File: src/rtl/i2c_dw_pkg.sv
package i2c_dw_pkg;

    typedef enum logic [2:0] {
        ST_IDLE,
        ST_ADDR,
        ST_STRETCH,
        ST_ACK_OUT,
        ST_WR_BYTE,
        ST_RD_BYTE,
        ST_RD_ACK,
        ST_WAIT
    } tgt_state_t;

    typedef enum logic [1:0] {
        PH_ADDR,
        PH_OFFSET,
        PH_WDATA,
        PH_RDATA
    } byte_phase_t;

    localparam int BYTE_BITS = 8;

endpackage

File: src/rtl/i2c_dw_sync.sv
module i2c_dw_sync #(
    parameter int WIDTH  = 2,
    parameter int STAGES = 2
) (
    input  logic             clk,
    input  logic             rst_n,
    input  logic [WIDTH-1:0] din,
    output logic [WIDTH-1:0] dout
);

    // Reset to all ones: a released bus reads high, so no false edge appears.
    logic [STAGES-1:0][WIDTH-1:0] stage_q;

    always_ff @(posedge clk or negedge rst_n) begin
        if (!rst_n) begin
            stage_q <= '1;
        end else begin
            stage_q[0] <= din;
            for (int s = 1; s < STAGES; s++) begin
                stage_q[s] <= stage_q[s-1];
            end
        end
    end

    assign dout = stage_q[STAGES-1];

endmodule

File: src/rtl/i2c_dw_cond.sv
module i2c_dw_cond (
    input  logic clk,
    input  logic rst_n,
    input  logic scl_s,
    input  logic sda_s,
    output logic scl_rise,
    output logic scl_fall,
    output logic start_det,
    output logic stop_det
);

    logic scl_q;
    logic sda_q;

    always_ff @(posedge clk or negedge rst_n) begin
        if (!rst_n) begin
            scl_q <= 1'b1;
            sda_q <= 1'b1;
        end else begin
            scl_q <= scl_s;
            sda_q <= sda_s;
        end
    end

    assign scl_rise  = !scl_q && scl_s;
    assign scl_fall  = scl_q && !scl_s;
    assign start_det = scl_q && scl_s && sda_q && !sda_s;
    assign stop_det  = scl_q && scl_s && !sda_q && sda_s;

endmodule

File: src/rtl/i2c_dw_store.sv
module i2c_dw_store #(
    parameter int                    RAM_BYTES = 16,
    parameter int                    ROM_BYTES = 16,
    parameter logic [ROM_BYTES*8-1:0] ROM_IMAGE = '0
) (
    input  logic       clk,
    input  logic       rst_n,
    input  logic       wr_en,
    input  logic [7:0] wr_idx,
    input  logic [7:0] wr_data,
    input  logic       rd_rom,
    input  logic [7:0] rd_idx,
    output logic [7:0] rd_data
);

    localparam int RAM_IW = (RAM_BYTES > 1) ? $clog2(RAM_BYTES) : 1;
    localparam int ROM_IW = (ROM_BYTES > 1) ? $clog2(ROM_BYTES) : 1;

    logic [7:0] ram_q   [RAM_BYTES];
    logic [7:0] rom_mem [ROM_BYTES];

    // Constant window: one byte lane per generate iteration.
    for (genvar g = 0; g < ROM_BYTES; g++) begin : g_rom
        assign rom_mem[g] = ROM_IMAGE[g*8 +: 8];
    end

    always_ff @(posedge clk or negedge rst_n) begin
        if (!rst_n) begin
            for (int i = 0; i < RAM_BYTES; i++) begin
                ram_q[i] <= '0;
            end
        end else if (wr_en && (int'(wr_idx) < RAM_BYTES)) begin
            ram_q[wr_idx[RAM_IW-1:0]] <= wr_data;
        end
    end

    always_comb begin
        rd_data = 8'hFF;
        if (rd_rom) begin
            if (int'(rd_idx) < ROM_BYTES) rd_data = rom_mem[rd_idx[ROM_IW-1:0]];
        end else begin
            if (int'(rd_idx) < RAM_BYTES) rd_data = ram_q[rd_idx[RAM_IW-1:0]];
        end
    end

endmodule

File: src/rtl/i2c_dual_window_slave.sv
module i2c_dual_window_slave
    import i2c_dw_pkg::*;
#(
    parameter int                    RAM_BYTES      = 16,
    parameter int                    ROM_BYTES      = 16,
    parameter int                    STRETCH_CYCLES = 24,
    parameter int                    SYNC_STAGES    = 2,
    parameter logic [ROM_BYTES*8-1:0] ROM_IMAGE     = {ROM_BYTES{8'hA5}}
) (
    input  logic       clk,
    input  logic       rst_n,
    input  logic       scl_i,
    input  logic       sda_i,
    output logic       scl_pull,
    output logic       sda_pull,
    input  logic [6:0] own_addr,
    input  logic       rom_window_en
);

    localparam int STR_W = $clog2(STRETCH_CYCLES + 1);
    localparam logic [STR_W-1:0] STR_LAST = STR_W'(STRETCH_CYCLES - 1);

    // ---------------- line conditioning ----------------
    logic [1:0] line_raw;
    logic [1:0] line_sync;
    logic       scl_s, sda_s;
    logic       scl_rise, scl_fall, start_det, stop_det;

    assign line_raw = {scl_i, sda_i};

    i2c_dw_sync #(.WIDTH(2), .STAGES(SYNC_STAGES)) u_sync (
        .clk  (clk),
        .rst_n(rst_n),
        .din  (line_raw),
        .dout (line_sync)
    );

    assign scl_s = line_sync[1];
    assign sda_s = line_sync[0];

    i2c_dw_cond u_cond (
        .clk      (clk),
        .rst_n    (rst_n),
        .scl_s    (scl_s),
        .sda_s    (sda_s),
        .scl_rise (scl_rise),
        .scl_fall (scl_fall),
        .start_det(start_det),
        .stop_det (stop_det)
    );

    // ---------------- state and datapath registers ----------------
    tgt_state_t       state, state_nx;
    byte_phase_t      phase;
    logic [3:0]       bit_cnt;
    logic [7:0]       shreg;
    logic [7:0]       offset;
    logic             win_rom;
    logic             is_read;
    logic             drive_ack;
    logic             ctrl_turn;
    logic             ctrl_acked;
    logic [STR_W-1:0] str_cnt;

    // ---------------- buffer store ----------------
    logic       mem_we;
    logic [7:0] rd_byte;

    i2c_dw_store #(
        .RAM_BYTES(RAM_BYTES),
        .ROM_BYTES(ROM_BYTES),
        .ROM_IMAGE(ROM_IMAGE)
    ) u_store (
        .clk    (clk),
        .rst_n  (rst_n),
        .wr_en  (mem_we),
        .wr_idx (offset),
        .wr_data(shreg),
        .rd_rom (win_rom),
        .rd_idx (offset),
        .rd_data(rd_byte)
    );

    // ---------------- decode ----------------
    logic [6:0] rx_addr;
    logic       rx_rw;
    logic       addr_hit;
    logic       addr_rom;
    logic       byte_done;
    logic       wr_ok;

    assign rx_addr   = shreg[7:1];
    assign rx_rw     = shreg[0];
    assign byte_done = scl_fall && (bit_cnt == 4'(BYTE_BITS));
    assign wr_ok     = !win_rom && (int'(offset) < RAM_BYTES);

    always_comb begin
        if (rom_window_en) begin
            addr_hit = (rx_addr[5:0] == own_addr[5:0]);
            addr_rom = rx_addr[6];
        end else begin
            addr_hit = (rx_addr == own_addr);
            addr_rom = 1'b0;
        end
    end

    assign mem_we = (state == ST_WR_BYTE) && byte_done && (phase == PH_WDATA) && wr_ok;

    // ---------------- state register ----------------
    always_ff @(posedge clk or negedge rst_n) begin
        if (!rst_n) state <= ST_IDLE;
        else        state <= state_nx;
    end

    // ---------------- next state ----------------
    always_comb begin
        state_nx = state;
        if (stop_det) begin
            state_nx = ST_IDLE;
        end else if (start_det) begin
            state_nx = ST_ADDR;
        end else begin
            unique case (state)
                ST_IDLE:    state_nx = ST_IDLE;
                ST_ADDR:    if (byte_done) state_nx = addr_hit ? ST_STRETCH : ST_WAIT;
                ST_STRETCH: if (str_cnt == STR_LAST) begin
                                if (ctrl_turn)      state_nx = ST_RD_ACK;
                                else if (drive_ack) state_nx = ST_ACK_OUT;
                                else                state_nx = ST_WAIT;
                            end
                ST_ACK_OUT: if (scl_fall) state_nx = is_read ? ST_RD_BYTE : ST_WR_BYTE;
                ST_WR_BYTE: if (byte_done) state_nx = ST_STRETCH;
                ST_RD_BYTE: if (scl_fall && (bit_cnt == 4'(BYTE_BITS - 1))) state_nx = ST_STRETCH;
                ST_RD_ACK:  if (scl_fall) state_nx = ctrl_acked ? ST_RD_BYTE : ST_WAIT;
                ST_WAIT:    state_nx = ST_WAIT;
                default:    state_nx = ST_IDLE;
            endcase
        end
    end

    // ---------------- datapath ----------------
    always_ff @(posedge clk or negedge rst_n) begin
        if (!rst_n) begin
            phase      <= PH_ADDR;
            bit_cnt    <= '0;
            shreg      <= '0;
            offset     <= '0;
            win_rom    <= 1'b0;
            is_read    <= 1'b0;
            drive_ack  <= 1'b0;
            ctrl_turn  <= 1'b0;
            ctrl_acked <= 1'b0;
            str_cnt    <= '0;
        end else if (start_det || stop_det) begin
            bit_cnt   <= '0;
            shreg     <= '0;
            drive_ack <= 1'b0;
            ctrl_turn <= 1'b0;
            phase     <= PH_ADDR;
        end else begin
            unique case (state)
                ST_ADDR: begin
                    if (scl_rise) begin
                        shreg   <= {shreg[6:0], sda_s};
                        bit_cnt <= bit_cnt + 4'd1;
                    end
                    if (byte_done) begin
                        is_read   <= rx_rw;
                        win_rom   <= addr_rom;
                        drive_ack <= addr_hit;
                        ctrl_turn <= 1'b0;
                        phase     <= rx_rw ? PH_RDATA : PH_OFFSET;
                        str_cnt   <= '0;
                    end
                end
                ST_WR_BYTE: begin
                    if (scl_rise) begin
                        shreg   <= {shreg[6:0], sda_s};
                        bit_cnt <= bit_cnt + 4'd1;
                    end
                    if (byte_done) begin
                        str_cnt   <= '0;
                        ctrl_turn <= 1'b0;
                        if (phase == PH_OFFSET) begin
                            offset    <= shreg;
                            drive_ack <= 1'b1;
                            phase     <= PH_WDATA;
                        end else begin
                            drive_ack <= wr_ok;
                            if (wr_ok) offset <= offset + 8'd1;
                        end
                    end
                end
                ST_STRETCH: begin
                    str_cnt <= str_cnt + STR_W'(1);
                end
                ST_ACK_OUT: begin
                    if (scl_fall) begin
                        bit_cnt <= '0;
                        if (is_read) shreg <= rd_byte;
                    end
                end
                ST_RD_BYTE: begin
                    if (scl_fall) begin
                        shreg   <= {shreg[6:0], 1'b0};
                        bit_cnt <= bit_cnt + 4'd1;
                        if (bit_cnt == 4'(BYTE_BITS - 1)) begin
                            drive_ack <= 1'b0;
                            ctrl_turn <= 1'b1;
                            str_cnt   <= '0;
                        end
                    end
                end
                ST_RD_ACK: begin
                    if (scl_rise) begin
                        ctrl_acked <= !sda_s;
                        if (!sda_s) offset <= offset + 8'd1;
                    end
                    if (scl_fall && ctrl_acked) begin
                        shreg   <= rd_byte;
                        bit_cnt <= '0;
                    end
                end
                ST_IDLE, ST_WAIT: begin
                    bit_cnt <= '0;
                end
                default: begin
                    bit_cnt <= '0;
                end
            endcase
        end
    end

    // ---------------- outputs ----------------
    always_comb begin
        scl_pull = (state == ST_STRETCH);
        sda_pull = 1'b0;
        unique case (state)
            ST_STRETCH, ST_ACK_OUT: sda_pull = drive_ack;
            ST_RD_BYTE:             sda_pull = !shreg[7];
            default:                sda_pull = 1'b0;
        endcase
    end

endmodule

File: config.mk
export PLATFORM = sky130hd
export DESIGN_NAME = i2c_dual_window_slave
export DESIGN_NICKNAME = d
export VERILOG_FILES = /design/src/rtl/i2c_dw_pkg.sv /design/src/rtl/i2c_dw_sync.sv /design/src/rtl/i2c_dw_cond.sv /design/src/rtl/i2c_dw_store.sv /design/src/rtl/i2c_dual_window_slave.sv
export SDC_FILE = /design/constraint.sdc
export NUM_CORES = 1
export LEC_CHECK = 0
export CAP_MARGIN = 10
export CORE_UTILIZATION = 55
export DETAILED_ROUTE_END_ITERATION = 10
export MAX_ROUTING_LAYER = met4
export PLACE_DENSITY = 0.74
export SETUP_SLACK_MARGIN = 0.05
export SLEW_MARGIN = 20
export SYNTH_ARGS = -nofsm -noshare
export SYNTH_HDL_FRONTEND = slang
export SYNTH_SLANG_ARGS = --single-unit
File: constraint.sdc
create_clock -name clk -period 3.6 [get_ports clk]
set_input_delay 0.72 -clock clk [delete_from_list [all_inputs] [get_ports clk]]
set_output_delay 0.72 -clock clk [all_outputs]
set_load 0.02 [all_outputs]
==> run_results.csv, run 1 <==
group,metric,value,unit
floorplan,core_area,15200,um2
worst_setup_path,crit_slowest_cell,"clkdlybuf4s50_1",
pwr,p_per_area,590,nW/um2
pwr,power,5.54,mW
synthesis,seq_area_frac_synth,0.496,
grt,grt_pass1_wl,31.3,mm
place,place_congestion,0.863,
sta,rsz0062_at_grt,"no",
synthesis,ys_seq_elements,169,
floorplan,ios,14,
pwr,p_seq_frac,0.438,
clock_network,tritoncts,"yes",
clock_network,clock_latency,0.44,ns
worst_setup_path,startpoint_type,"flip-flop",
floorplan,dieArea,16000,um2
sta,setup_tns,0,ns
routing,drtIter0Drc,510,
worst_setup_path,crit_family,"buffers and inverters",
routing,drt_pass1_iterations,5,
sta,fin_skew,0.0156,ns
final_layout,final.fill_count,1139,
synthesis,synthArstFlopShare,1.00,
clock_network,ctsRootBufferMaster,"clkbuf_16",
pwr,ir_drop,403,uV
floorplan,num_rows,45,
routing,num_vias,5573,
final_layout,regArea,4240,um2
clock_network,postCtsSetupBuffers,0,
clock_network,cts_resized,0,
outcome,status,"finished clean",
worst_setup_path,critPathKind,"flip-flop to primary output",
pwr,internal_power,3.65,mW
pwr,combPwrFrac,0.221,
worst_setup_path,arrival,2.40,ns
synthesis,synthDistinctLibCells,62,
sta,timing.slew.headroom,0.372,
sta,setup_violations,0,
worst_setup_path,critPathMaxStageDelay,0.65,ns
routing,post_drt_wl_per_cell,21.8,um
pwr,swShare,0.341,
worst_setup_path,cp-end-kind,"primary output",
place,port_buffers,13,
pwr,power.switching,1.89,mW
synthesis,syn_avg_cell_area,12.4,um2
job,max_cap_viol_count,0,
worst_setup_path,path_cells,"inv_1 -> nand2_1 -> o32ai_1 -> clkdlybuf4s50_1",
floorplan,start_util,0.562,
grt,grt_start_max_net_pins,101,
clock_network,clock_sinks,169,
clock_network,cts_buffer_depth,2,
sta,drv_slew,0,
clock_network,cts_hold_buffers,0,
pwr,total_leakage_power,4.40,nW
routing,vias_per_cell,6.33,
synthesis,syn_inst,686,
clock_network,htree_levels,4,
sta,hold_viol_final,0,
worst_hold_path,hold_class,"flip-flop to flip-flop",
grt,grt-ovfl-total,0,
routing,ant_nets,0,
worst_setup_path,path_buf_inv,2,
final_layout,diodes,0,
place,post-dp-hpwl,12.6,mm
final_layout,nets,699,
final_layout,multi_input_area,4030,um2
worst_setup_path,required,2.88,ns
clock_network,path_clk_slew,0.06,ns
sta,post-route-min-period,3.12,ns
sta,fmax,0.320,GHz
grt,antenna_found_initial,0,
synthesis,synth-edff-count,0,
synthesis,synth_ff_type,"dfrtp_1",
worst_setup_path,crit_fanout,12,
sta,post-route-period-util,0.868,
routing,drcViolationCount,0,
grt,grt_pass1_vias,5734,
pwr,clock_power_share,0.341,
final_layout,area_delta_synth_final,9.90,%
synthesis,syn_area,8540,um2
sta,worstMarginPinSlew,0.941,ns
floorplan,die_y,127,um
clock_network,cts_buffers,17,
synthesis,yosys_warnings,0,
synthesis,syn_nets,705,
final_layout,drive_gt1_frac,0.319,
routing,drt_wl_total,19.2,mm
grt,grt_usage,0.267,
floorplan,die_width,127,um
-- cell usage in the layout, fill, tap and decap left out, types with 3 or more instances in the layout --
cell type	count
a31oi_1	9
and2_1	6
nand2_1	43
mux2_1	8
bufinv_16	3
xor2_1	4
mux2i_1	11
nor2_1	22
clkdlybuf4s50_1	12
mux2_2	129
dfstp_2	6
clkbuf_16	17
nand2_2	17
inv_6	3
xnor2_1	5
nand3_1	17
a22oi_1	4
a21oi_1	29
nand2b_1	8
mux4_1	12
mux4_2	17
nor3_1	10
o22ai_1	6
buf_4	8
inv_1	11
nor2b_1	7
dfrtp_1	162
clkinvlp_4	3
and3_1	5
ha_1	7
a211oi_1	6
o21ai_0	30
or2_2	3
-- path summary, 6_finish.rpt --
path	start	endpoint	slack, ns	depth (start not counted)
setup reg to reg	state[2]	offset[0]	0.91	6
min in group asynchronous	rst_n	str_cnt[2]	0.37	1
hold / removal	u_sync.stage_q[1]	u_sync.dout[1]	0.36	0
max in group asynchronous	rst_n	u_store.ram_q[100]	2.39	2
hold reg to reg	u_sync.stage_q[1]	u_sync.dout[1]	0.36	0
setup / recovery	state[1]	sda_pull	0.48	4
-- cells by family after synthesis --
group / count (synthesis) / synth area share
xor gates and xnor gates: 9 / 0.00923
DFF: 169 / 0.496
AOI/OAI and AO/OA: 109 / 0.0804
adders and majority gates: 8 / 0.0114
and+or+nand+nor: 154 / 0.0955
buffers and inverters: 60 / 0.0321
muxes: 177 / 0.275
-- routing by layer --
layer / global-route usage / routed length [um] / vias to the layer above
met5: - / 0 / -
met4: 0.0985 / 422 / 0
met3: 0.0696 / 1040 / 35
met2: 0.404 / 8960 / 137
met1: 0.349 / 8750 / 2887
li1: - / - / 2514
-- power groups by stage --
stage	logic (mW)	clock network (mW)	registers (mW)
floorplan	1.14	0	2.11
global placement	1.18	0	2.44
detailed placement	1.19	0	2.45
CTS	1.20	1.92	2.42
global route	1.33	2.00	2.46
finish	1.22	1.89	2.43
-- registers in the layout (all words and copies together), names as in the netlist, 2 cells and up --
register,cells
u_store.ram_q,128
offset,8
shreg,8
str_cnt,5
bit_cnt,4
state,3
phase,2
u_sync.dout,2
u_sync.stage_q,2
-- cell type report --
class | instances | area share
multi-input combinational | 457 | 0.429
clock inverter | 12 | 0.0175
clock buffer | 19 | 0.0472
tap | 188 | 0.0251
inverter | 12 | 0.00480
timing repair buffer | 23 | 0.0247
sequential | 169 | 0.451
-- cell usage after synthesis (3+ instances only) --
cell type  number  area [um2]
a211oi_1        6        45.0
a21oi_1        29         145
a22oi_1         4        30.0
a31oi_1         9        56.3
and2_1          6        37.5
and3_1          5        31.3
buf_2          17        85.1
clkbuf_1       28         105
dfrtp_1       163        4080
dfstp_2         6         158
ha_1            7        87.6
inv_1          11        41.3
mux2_1          8        90.1
mux2_2        129        1450
mux2i_1        11         110
mux4_1         12         315
mux4_2         17         383
nand2_1        43         161
nand2_2        17         106
nand2b_1        8        50.1
nand3_1        17        85.1
nor2_1         22        82.6
nor2b_1         7        43.8
nor3_1         10        50.1
o21ai_0        30         150
o22ai_1         6        37.5
or2_2           3        18.8
xnor2_1         5        43.8
xor2_1          4        35.0
-- per-stage QoR --
step	hold slack [ns]	util	instance area, um2	std cells	worst slack, ns
after detailed placement	0.348	0.577	8770	848	0.910
final	0.358	0.617	9390	880	0.476
after floorplan	0.345	-	8540	686	1.17
after global placement	0.349	0.577	8770	848	0.966
after global routing	0.361	0.617	9390	880	0.374
after CTS	0.357	0.617	9380	879	0.494
No activity file was read; power rests on OpenSTA's default activity.
==> run 2, diff against run 1 <==
--- a/config.mk
+++ b/config.mk
@@ -8,8 +8,9 @@
 export CAP_MARGIN = 10
 export CORE_UTILIZATION = 55
 export DETAILED_ROUTE_END_ITERATION = 10
+export GPL_ROUTABILITY_DRIVEN = 1
 export MAX_ROUTING_LAYER = met4
-export PLACE_DENSITY = 0.74
+export PLACE_DENSITY = 0.76
 export SETUP_SLACK_MARGIN = 0.05
 export SLEW_MARGIN = 20
 export SYNTH_ARGS = -nofsm -noshare
==> run 2 against run 1 <==
Net effect:
- flip-flop and latch count stayed put
- clock power shrank 7%
- register-to-register slack lost 0.13 ns
- sequential power up 2%
- clock skew fell by 0.0081 ns
- highest routed layer unchanged
==> run_results.csv, run 2 (synthesis gave the netlist of run 1 again) <==
group,metric,value,unit
outcome,status,"finished clean",
clock_network,tritoncts,"yes",
clock_network,cts_buffers,17,
sta,setup_violations,0,
floorplan,dieArea,16000,um2
sta,fin_skew,0.00748,ns
sta,worstMarginPinSlew,1.02,ns
clock_network,clock_sinks,169,
clock_network,cts_hold_buffers,0,
pwr,total_leakage_power,4.39,nW
pwr,internal_power,3.45,mW
routing,drt_wl_total,19.1,mm
sta,fin_ws,0.351,ns
sta,post-route-period-util,0.903,
clock_network,cts_resized,0,
clock_network,postCtsSetupBuffers,0,
sta,timing.slew.headroom,0.323,
grt,grt-ovfl-total,0,
routing,drt_pass1_iterations,5,
pwr,power,5.38,mW
worst_setup_path,path_buf_inv,2,
sta,fmax,0.308,GHz
floorplan,start_util,0.562,
pwr,power.switching,1.93,mW
place,pre_cts_ws,0.842,ns
clock_network,cts_buffer_depth,2,
routing,num_vias,5643,
worst_setup_path,reg2reg_depth,6,
routing,drcViolationCount,0,
sta,post-route-min-period,3.25,ns
clock_network,ctsRootBufferMaster,"clkbuf_16",
routing,drtIter0Drc,582,
pwr,clock_power_share,0.328,
grt,grt_pass1_wl,31.3,mm
worst_setup_path,startpoint_type,"flip-flop",
final_layout,largest_register_ffs,128,
sta,drv_slew,0,
clock_network,clock_latency,0.43,ns
routing,vias_per_cell,6.40,
pwr,swShare,0.359,
grt,grt_usage,0.267,
sta,rsz0062_at_grt,"no",
worst_hold_path,min_path_cells,0,
place,dpl_cell_area,8760,um2
final_layout,drive_gt1_frac,0.323,
worst_setup_path,path_cells,"inv_1 -> nand2_1 -> o32ai_1 -> clkdlybuf4s50_1",
grt,antenna_found_initial,0,
sta,setup_tns,0,ns
worst_setup_path,r2r_start,"state[1]",
worst_hold_path,hold_class,"flip-flop to flip-flop",
worst_setup_path,cp-end-kind,"primary output",
pwr,p_per_area,577,nW/um2
pwr,ir_drop,393,uV
final_layout,diodes,0,
job,max_cap_viol_count,0,
grt,grt_pass1_vias,5737,
final_layout,layout_common_cells,"162 x dfrtp_1, 129 x mux2_2, 43 x nand2_1, 30 x o21ai_0, 29 x a21oi_1",
worst_setup_path,crit_fanout,20,
routing,post_drt_wl_per_cell,21.6,um
final_layout,top_register,"u_store.ram_q",
place,post-dp-hpwl,12.7,mm
floorplan,num_rows,45,
worst_hold_path,min_to,"u_sync.dout[0]",
place,place_congestion,0.895,
worst_setup_path,rrSetupSlack,0.78,ns
worst_setup_path,critPathMaxStageDelay,0.66,ns
final_layout,final_area,9330,um2
floorplan,ios,14,
floorplan,die_width,127,um
floorplan,core_area,15200,um2
clock_network,htree_levels,4,
final_layout,nets,700,
place,port_buffers,13,
pwr,combPwrFrac,0.214,
worst_setup_path,r2r-end,"shreg[0]",
final_layout,area_delta_synth_final,9.29,%
final_layout,largest_registers,"u_store.ram_q x128, offset x8, shreg x8",
floorplan,die_y,127,um
worst_setup_path,arrival,2.53,ns
grt,grt_start_max_net_pins,97,
final_layout,final_common_cell,"dfrtp_1",
worst_setup_path,critPathKind,"flip-flop to primary output",
sta,hold_viol_final,0,
clock_network,path_clk_slew,0.07,ns
worst_setup_path,crit_slowest_cell,"clkdlybuf4s50_1",
worst_hold_path,hold_start,"u_sync.stage_q[0]",
routing,ant_nets,0,
worst_setup_path,crit_family,"buffers and inverters",
worst_setup_path,required,2.88,ns
pwr,p_seq_frac,0.458,
[run 2: cell types whose count changed in the layout (fill, tap and decap cells not counted)]
cell,change
buf_4,+3
buf_12,-2
clkinv_8,+1
bufinv_16,-3
inv_8,+3
clkbuf_1,-1
inv_6,+1
[run 2: per-layer routing]
layer,vias up,GRT usage,part of all wire
li1,2517,-,-
met5,-,-,0
met3,35,0.0523,0.054
met4,0,0.0723,0.016
met1,2914,0.359,0.45
met2,177,0.417,0.48
[run 2: worst max-delay path by stage]
stage	startpoint	endpoint	slack, ns	depth (start not counted)
after floorplan	state[0]	sda_pull	1.17	5
after global placement	state[1]	sda_pull	0.90	4
after detailed placement	state[1]	sda_pull	0.84	4
after CTS	state[1]	sda_pull	0.38	4
after global routing	state[1]	sda_pull	0.22	4
final	state[1]	sda_pull	0.35	4
[run 2: per-stage QoR]
step | util | hold slack [ns] | instances
6_report | 0.614 | 0.356 | 882
5_1_grt | 0.614 | 0.363 | 882
4_1_cts | 0.614 | 0.357 | 882
3_5_place_dp | 0.576 | 0.347 | 850
3_3_place_gp | 0.576 | 0.346 | 850
2_1_floorplan | - | 0.345 | 686
[run 2: power by group through the flow]
| stage | sequential (mW) | clock (mW) | combinational [mW] |
|---|---|---|---|
| floorplan | 2.11 | 0 | 1.14 |
| finish | 2.47 | 1.76 | 1.15 |
| detailed placement | 2.49 | 0 | 1.14 |
| global route | 2.50 | 1.86 | 1.27 |
| global placement | 2.47 | 0 | 1.12 |
| CTS | 2.46 | 1.78 | 1.15 |
[run 2: area by class of cell]
cell class	instances	area (um2)
Sequential cell	169	4240
Clock inverter	14	133
Inverter	12	45.0
Fill cell	1147	5870
Tap cell	188	235
Clock buffer	18	439
Multi-Input combinational cell	457	4030
Timing Repair Buffer	24	214
[run 2: worst register-to-register path, delay by kind of cell, from the launching register on]
| family | cells | cell delay, ns |
|---|---|---|
| buffers and inverters | 1 | 0.33 |
| AOI/OAI and AO/OA | 4 | 1.29 |
| DFF | 1 | 0.70 |
| muxes | 1 | 0.43 |
==> run 3, diff against run 2 <==
--- a/config.mk
+++ b/config.mk
@@ -7,10 +7,11 @@
 export LEC_CHECK = 0
 export CAP_MARGIN = 10
 export CORE_UTILIZATION = 55
+export CTS_CLUSTER_DIAMETER = 120
 export DETAILED_ROUTE_END_ITERATION = 10
 export GPL_ROUTABILITY_DRIVEN = 1
 export MAX_ROUTING_LAYER = met4
-export PLACE_DENSITY = 0.76
+export PLACE_DENSITY = 0.82
 export SETUP_SLACK_MARGIN = 0.05
 export SLEW_MARGIN = 20
 export SYNTH_ARGS = -nofsm -noshare
==> run 3 against run 2 <==
Net effect:
- design area about the same
- combinational power about the same
- sequential share of layout area hardly changed
- final cell count shrank 0.68%
- clock power increased by 5%
- clock skew is 0.0087 ns higher
- critical endpoint unchanged
- sequential power barely moved
- clock-buffer cell count down 1
==> run_results.csv, run 3 (synthesis gave the netlist of run 1 again) <==
group,metric,value,unit
clock_network,tritoncts,"yes",
place,dpl_cell_area,8740,um2
clock_network,postCtsSetupBuffers,0,
final_layout,area_delta_synth_final,9.36,%
outcome,status,"finished clean",
grt,antenna_found_initial,0,
pwr,clock_power_share,0.340,
clock_network,ctsRootBufferMaster,"clkbuf_16",
place,place_congestion,0.873,
pwr,power,5.44,mW
clock_network,htree_levels,4,
clock_network,cts_buffer_depth,2,
worst_setup_path,critPathMaxStageDelay,0.65,ns
place,port_buffers,13,
pwr,p_per_area,583,nW/um2
pwr,ir_drop,423,uV
clock_network,clock_latency,0.44,ns
pwr,swShare,0.357,
final_layout,diodes,0,
sta,worstMarginPinSlew,1.03,ns
pwr,total_leakage_power,4.39,nW
worst_setup_path,required,2.88,ns
routing,vias_per_cell,6.44,
clock_network,cts_hold_buffers,0,
routing,ant_nets,0,
grt,grt-ovfl-total,0,
final_layout,largest_registers,"u_store.ram_q x128, offset x8, shreg x8",
routing,drtIter0Drc,396,
grt,grt_usage,0.268,
worst_setup_path,timing.critical_path.from,"state[1]",
final_layout,final_area,9340,um2
pwr,combPwrFrac,0.208,
routing,num_vias,5645,
worst_setup_path,path_buf_inv,2,
sta,post-route-period-util,0.893,
grt,grt_start_max_net_pins,74,
clock_network,clock_sinks,169,
worst_hold_path,hold_class,"primary input to async pin",
floorplan,dieArea,16000,um2
place,post-dp-hpwl,12.5,mm
floorplan,ios,14,
worst_setup_path,crit_family,"buffers and inverters",
sta,drv_slew,0,
sta,setup_violations,0,
routing,drt_pass1_iterations,5,
floorplan,die_width,127,um
worst_setup_path,arrival,2.50,ns
worst_setup_path,path_cells,"inv_1 -> nand2_1 -> o32ai_1 -> clkdlybuf4s50_1",
worst_setup_path,r2r_start,"state[2]",
floorplan,die_y,127,um
worst_setup_path,critPathKind,"flip-flop to primary output",
pwr,p_seq_frac,0.452,
worst_setup_path,cp-end-kind,"primary output",
clock_network,cts_resized,0,
final_layout,largest_register_ffs,128,
worst_setup_path,startpoint_type,"flip-flop",
pwr,internal_power,3.50,mW
sta,rsz0062_at_grt,"no",
clock_network,cts_buffers,17,
worst_setup_path,crit_fanout,20,
floorplan,core_area,15200,um2
routing,drt_wl_total,19.0,mm
final_layout,drive_gt1_frac,0.317,
routing,post_drt_wl_per_cell,21.7,um
routing,drcViolationCount,0,
sta,hold_viol_final,0,
sta,setup_tns,0,ns
sta,timing.slew.headroom,0.315,
final_layout,layout_common_cells,"162 x dfrtp_1, 129 x mux2_2, 43 x nand2_1, 30 x o21ai_0, 29 x a21oi_1",
sta,post-route-min-period,3.22,ns
pwr,power.switching,1.94,mW
final_layout,top_register,"u_store.ram_q",
clock_network,path_clk_slew,0.06,ns
sta,fmax,0.311,GHz
floorplan,start_util,0.562,
job,max_cap_viol_count,0,
floorplan,num_rows,45,
grt,grt_pass1_vias,5732,
sta,fin_skew,0.0162,ns
final_layout,nets,694,
grt,grt_pass1_wl,31.5,mm
final_layout,fin_util,0.614,
final_layout,final_common_cell,"dfrtp_1",
worst_setup_path,crit_slowest_cell,"clkdlybuf4s50_1",
[run 3: cell types whose count changed in the layout (fill, tap and decap cells not counted)]
cell / previous run / this run
inv_8: 4 / 7
clkbuf_8: 1 / 0
buf_12: 0 / 2
clkinvlp_4: 3 / 1
bufinv_16: 0 / 1
inv_6: 4 / 3
buf_4: 11 / 3
[run 3: area by class of cell]
cell class                      instances  area, um2
Clock buffer                           17        425
Clock inverter                         15        173
Fill cell                            1117       5860
Inverter                               12       45.0
Multi-Input combinational cell        457       4030
Sequential cell                       169       4240
Tap cell                              188        235
Timing Repair Buffer                   18        194
[run 3: per-stage QoR]
stage | setup WS [ns] | cells | hold slack, ns
6_report | 0.384 | 876 | 0.288
4_1_cts | 0.385 | 876 | 0.314
3_5_place_dp | 0.856 | 844 | 0.348
3_3_place_gp | 0.891 | 844 | 0.346
2_1_floorplan | 1.17 | 686 | 0.345
5_1_grt | 0.226 | 876 | 0.350
[run 3: worst reg2reg max path, cell delays in order (launching register included)]
cell and delay [ns]:
dfrtp_1 0.75, clkinv_1 0.43, nor3_1 0.38, nand2b_1 0.16, o22ai_1 0.64, and3_1 0.26
a211oi_1 0.05
[run 3: power by group through the flow]
stage | clock, mW | combinational [mW] | sequential, mW
6_report | 1.85 | 1.13 | 2.46
5_1_grt | 1.95 | 1.25 | 2.50
4_1_cts | 1.87 | 1.13 | 2.45
3_5_place_dp | 0 | 1.12 | 2.48
3_3_place_gp | 0 | 1.09 | 2.46
2_1_floorplan | 0 | 1.14 | 2.11
[run 3: final timing paths]
check / to / slack, ns / cells after the start
min: phase[1] / 0.29 / 1
max in group asynchronous: u_cond.sda_q / 2.48 / 2
max: sda_pull / 0.38 / 4
min reg2reg: u_sync.dout[1] / 0.35 / 0
min in group clk: u_sync.dout[1] / 0.35 / 0
max reg2reg: offset[0] / 0.80 / 6
[run 3: metal layers]
layer | track usage | routed length (um)
met1 | 0.348 | 8270
met3 | 0.0540 | 1030
met4 | 0.125 | 615
met5 | - | 0
met2 | 0.409 | 9080
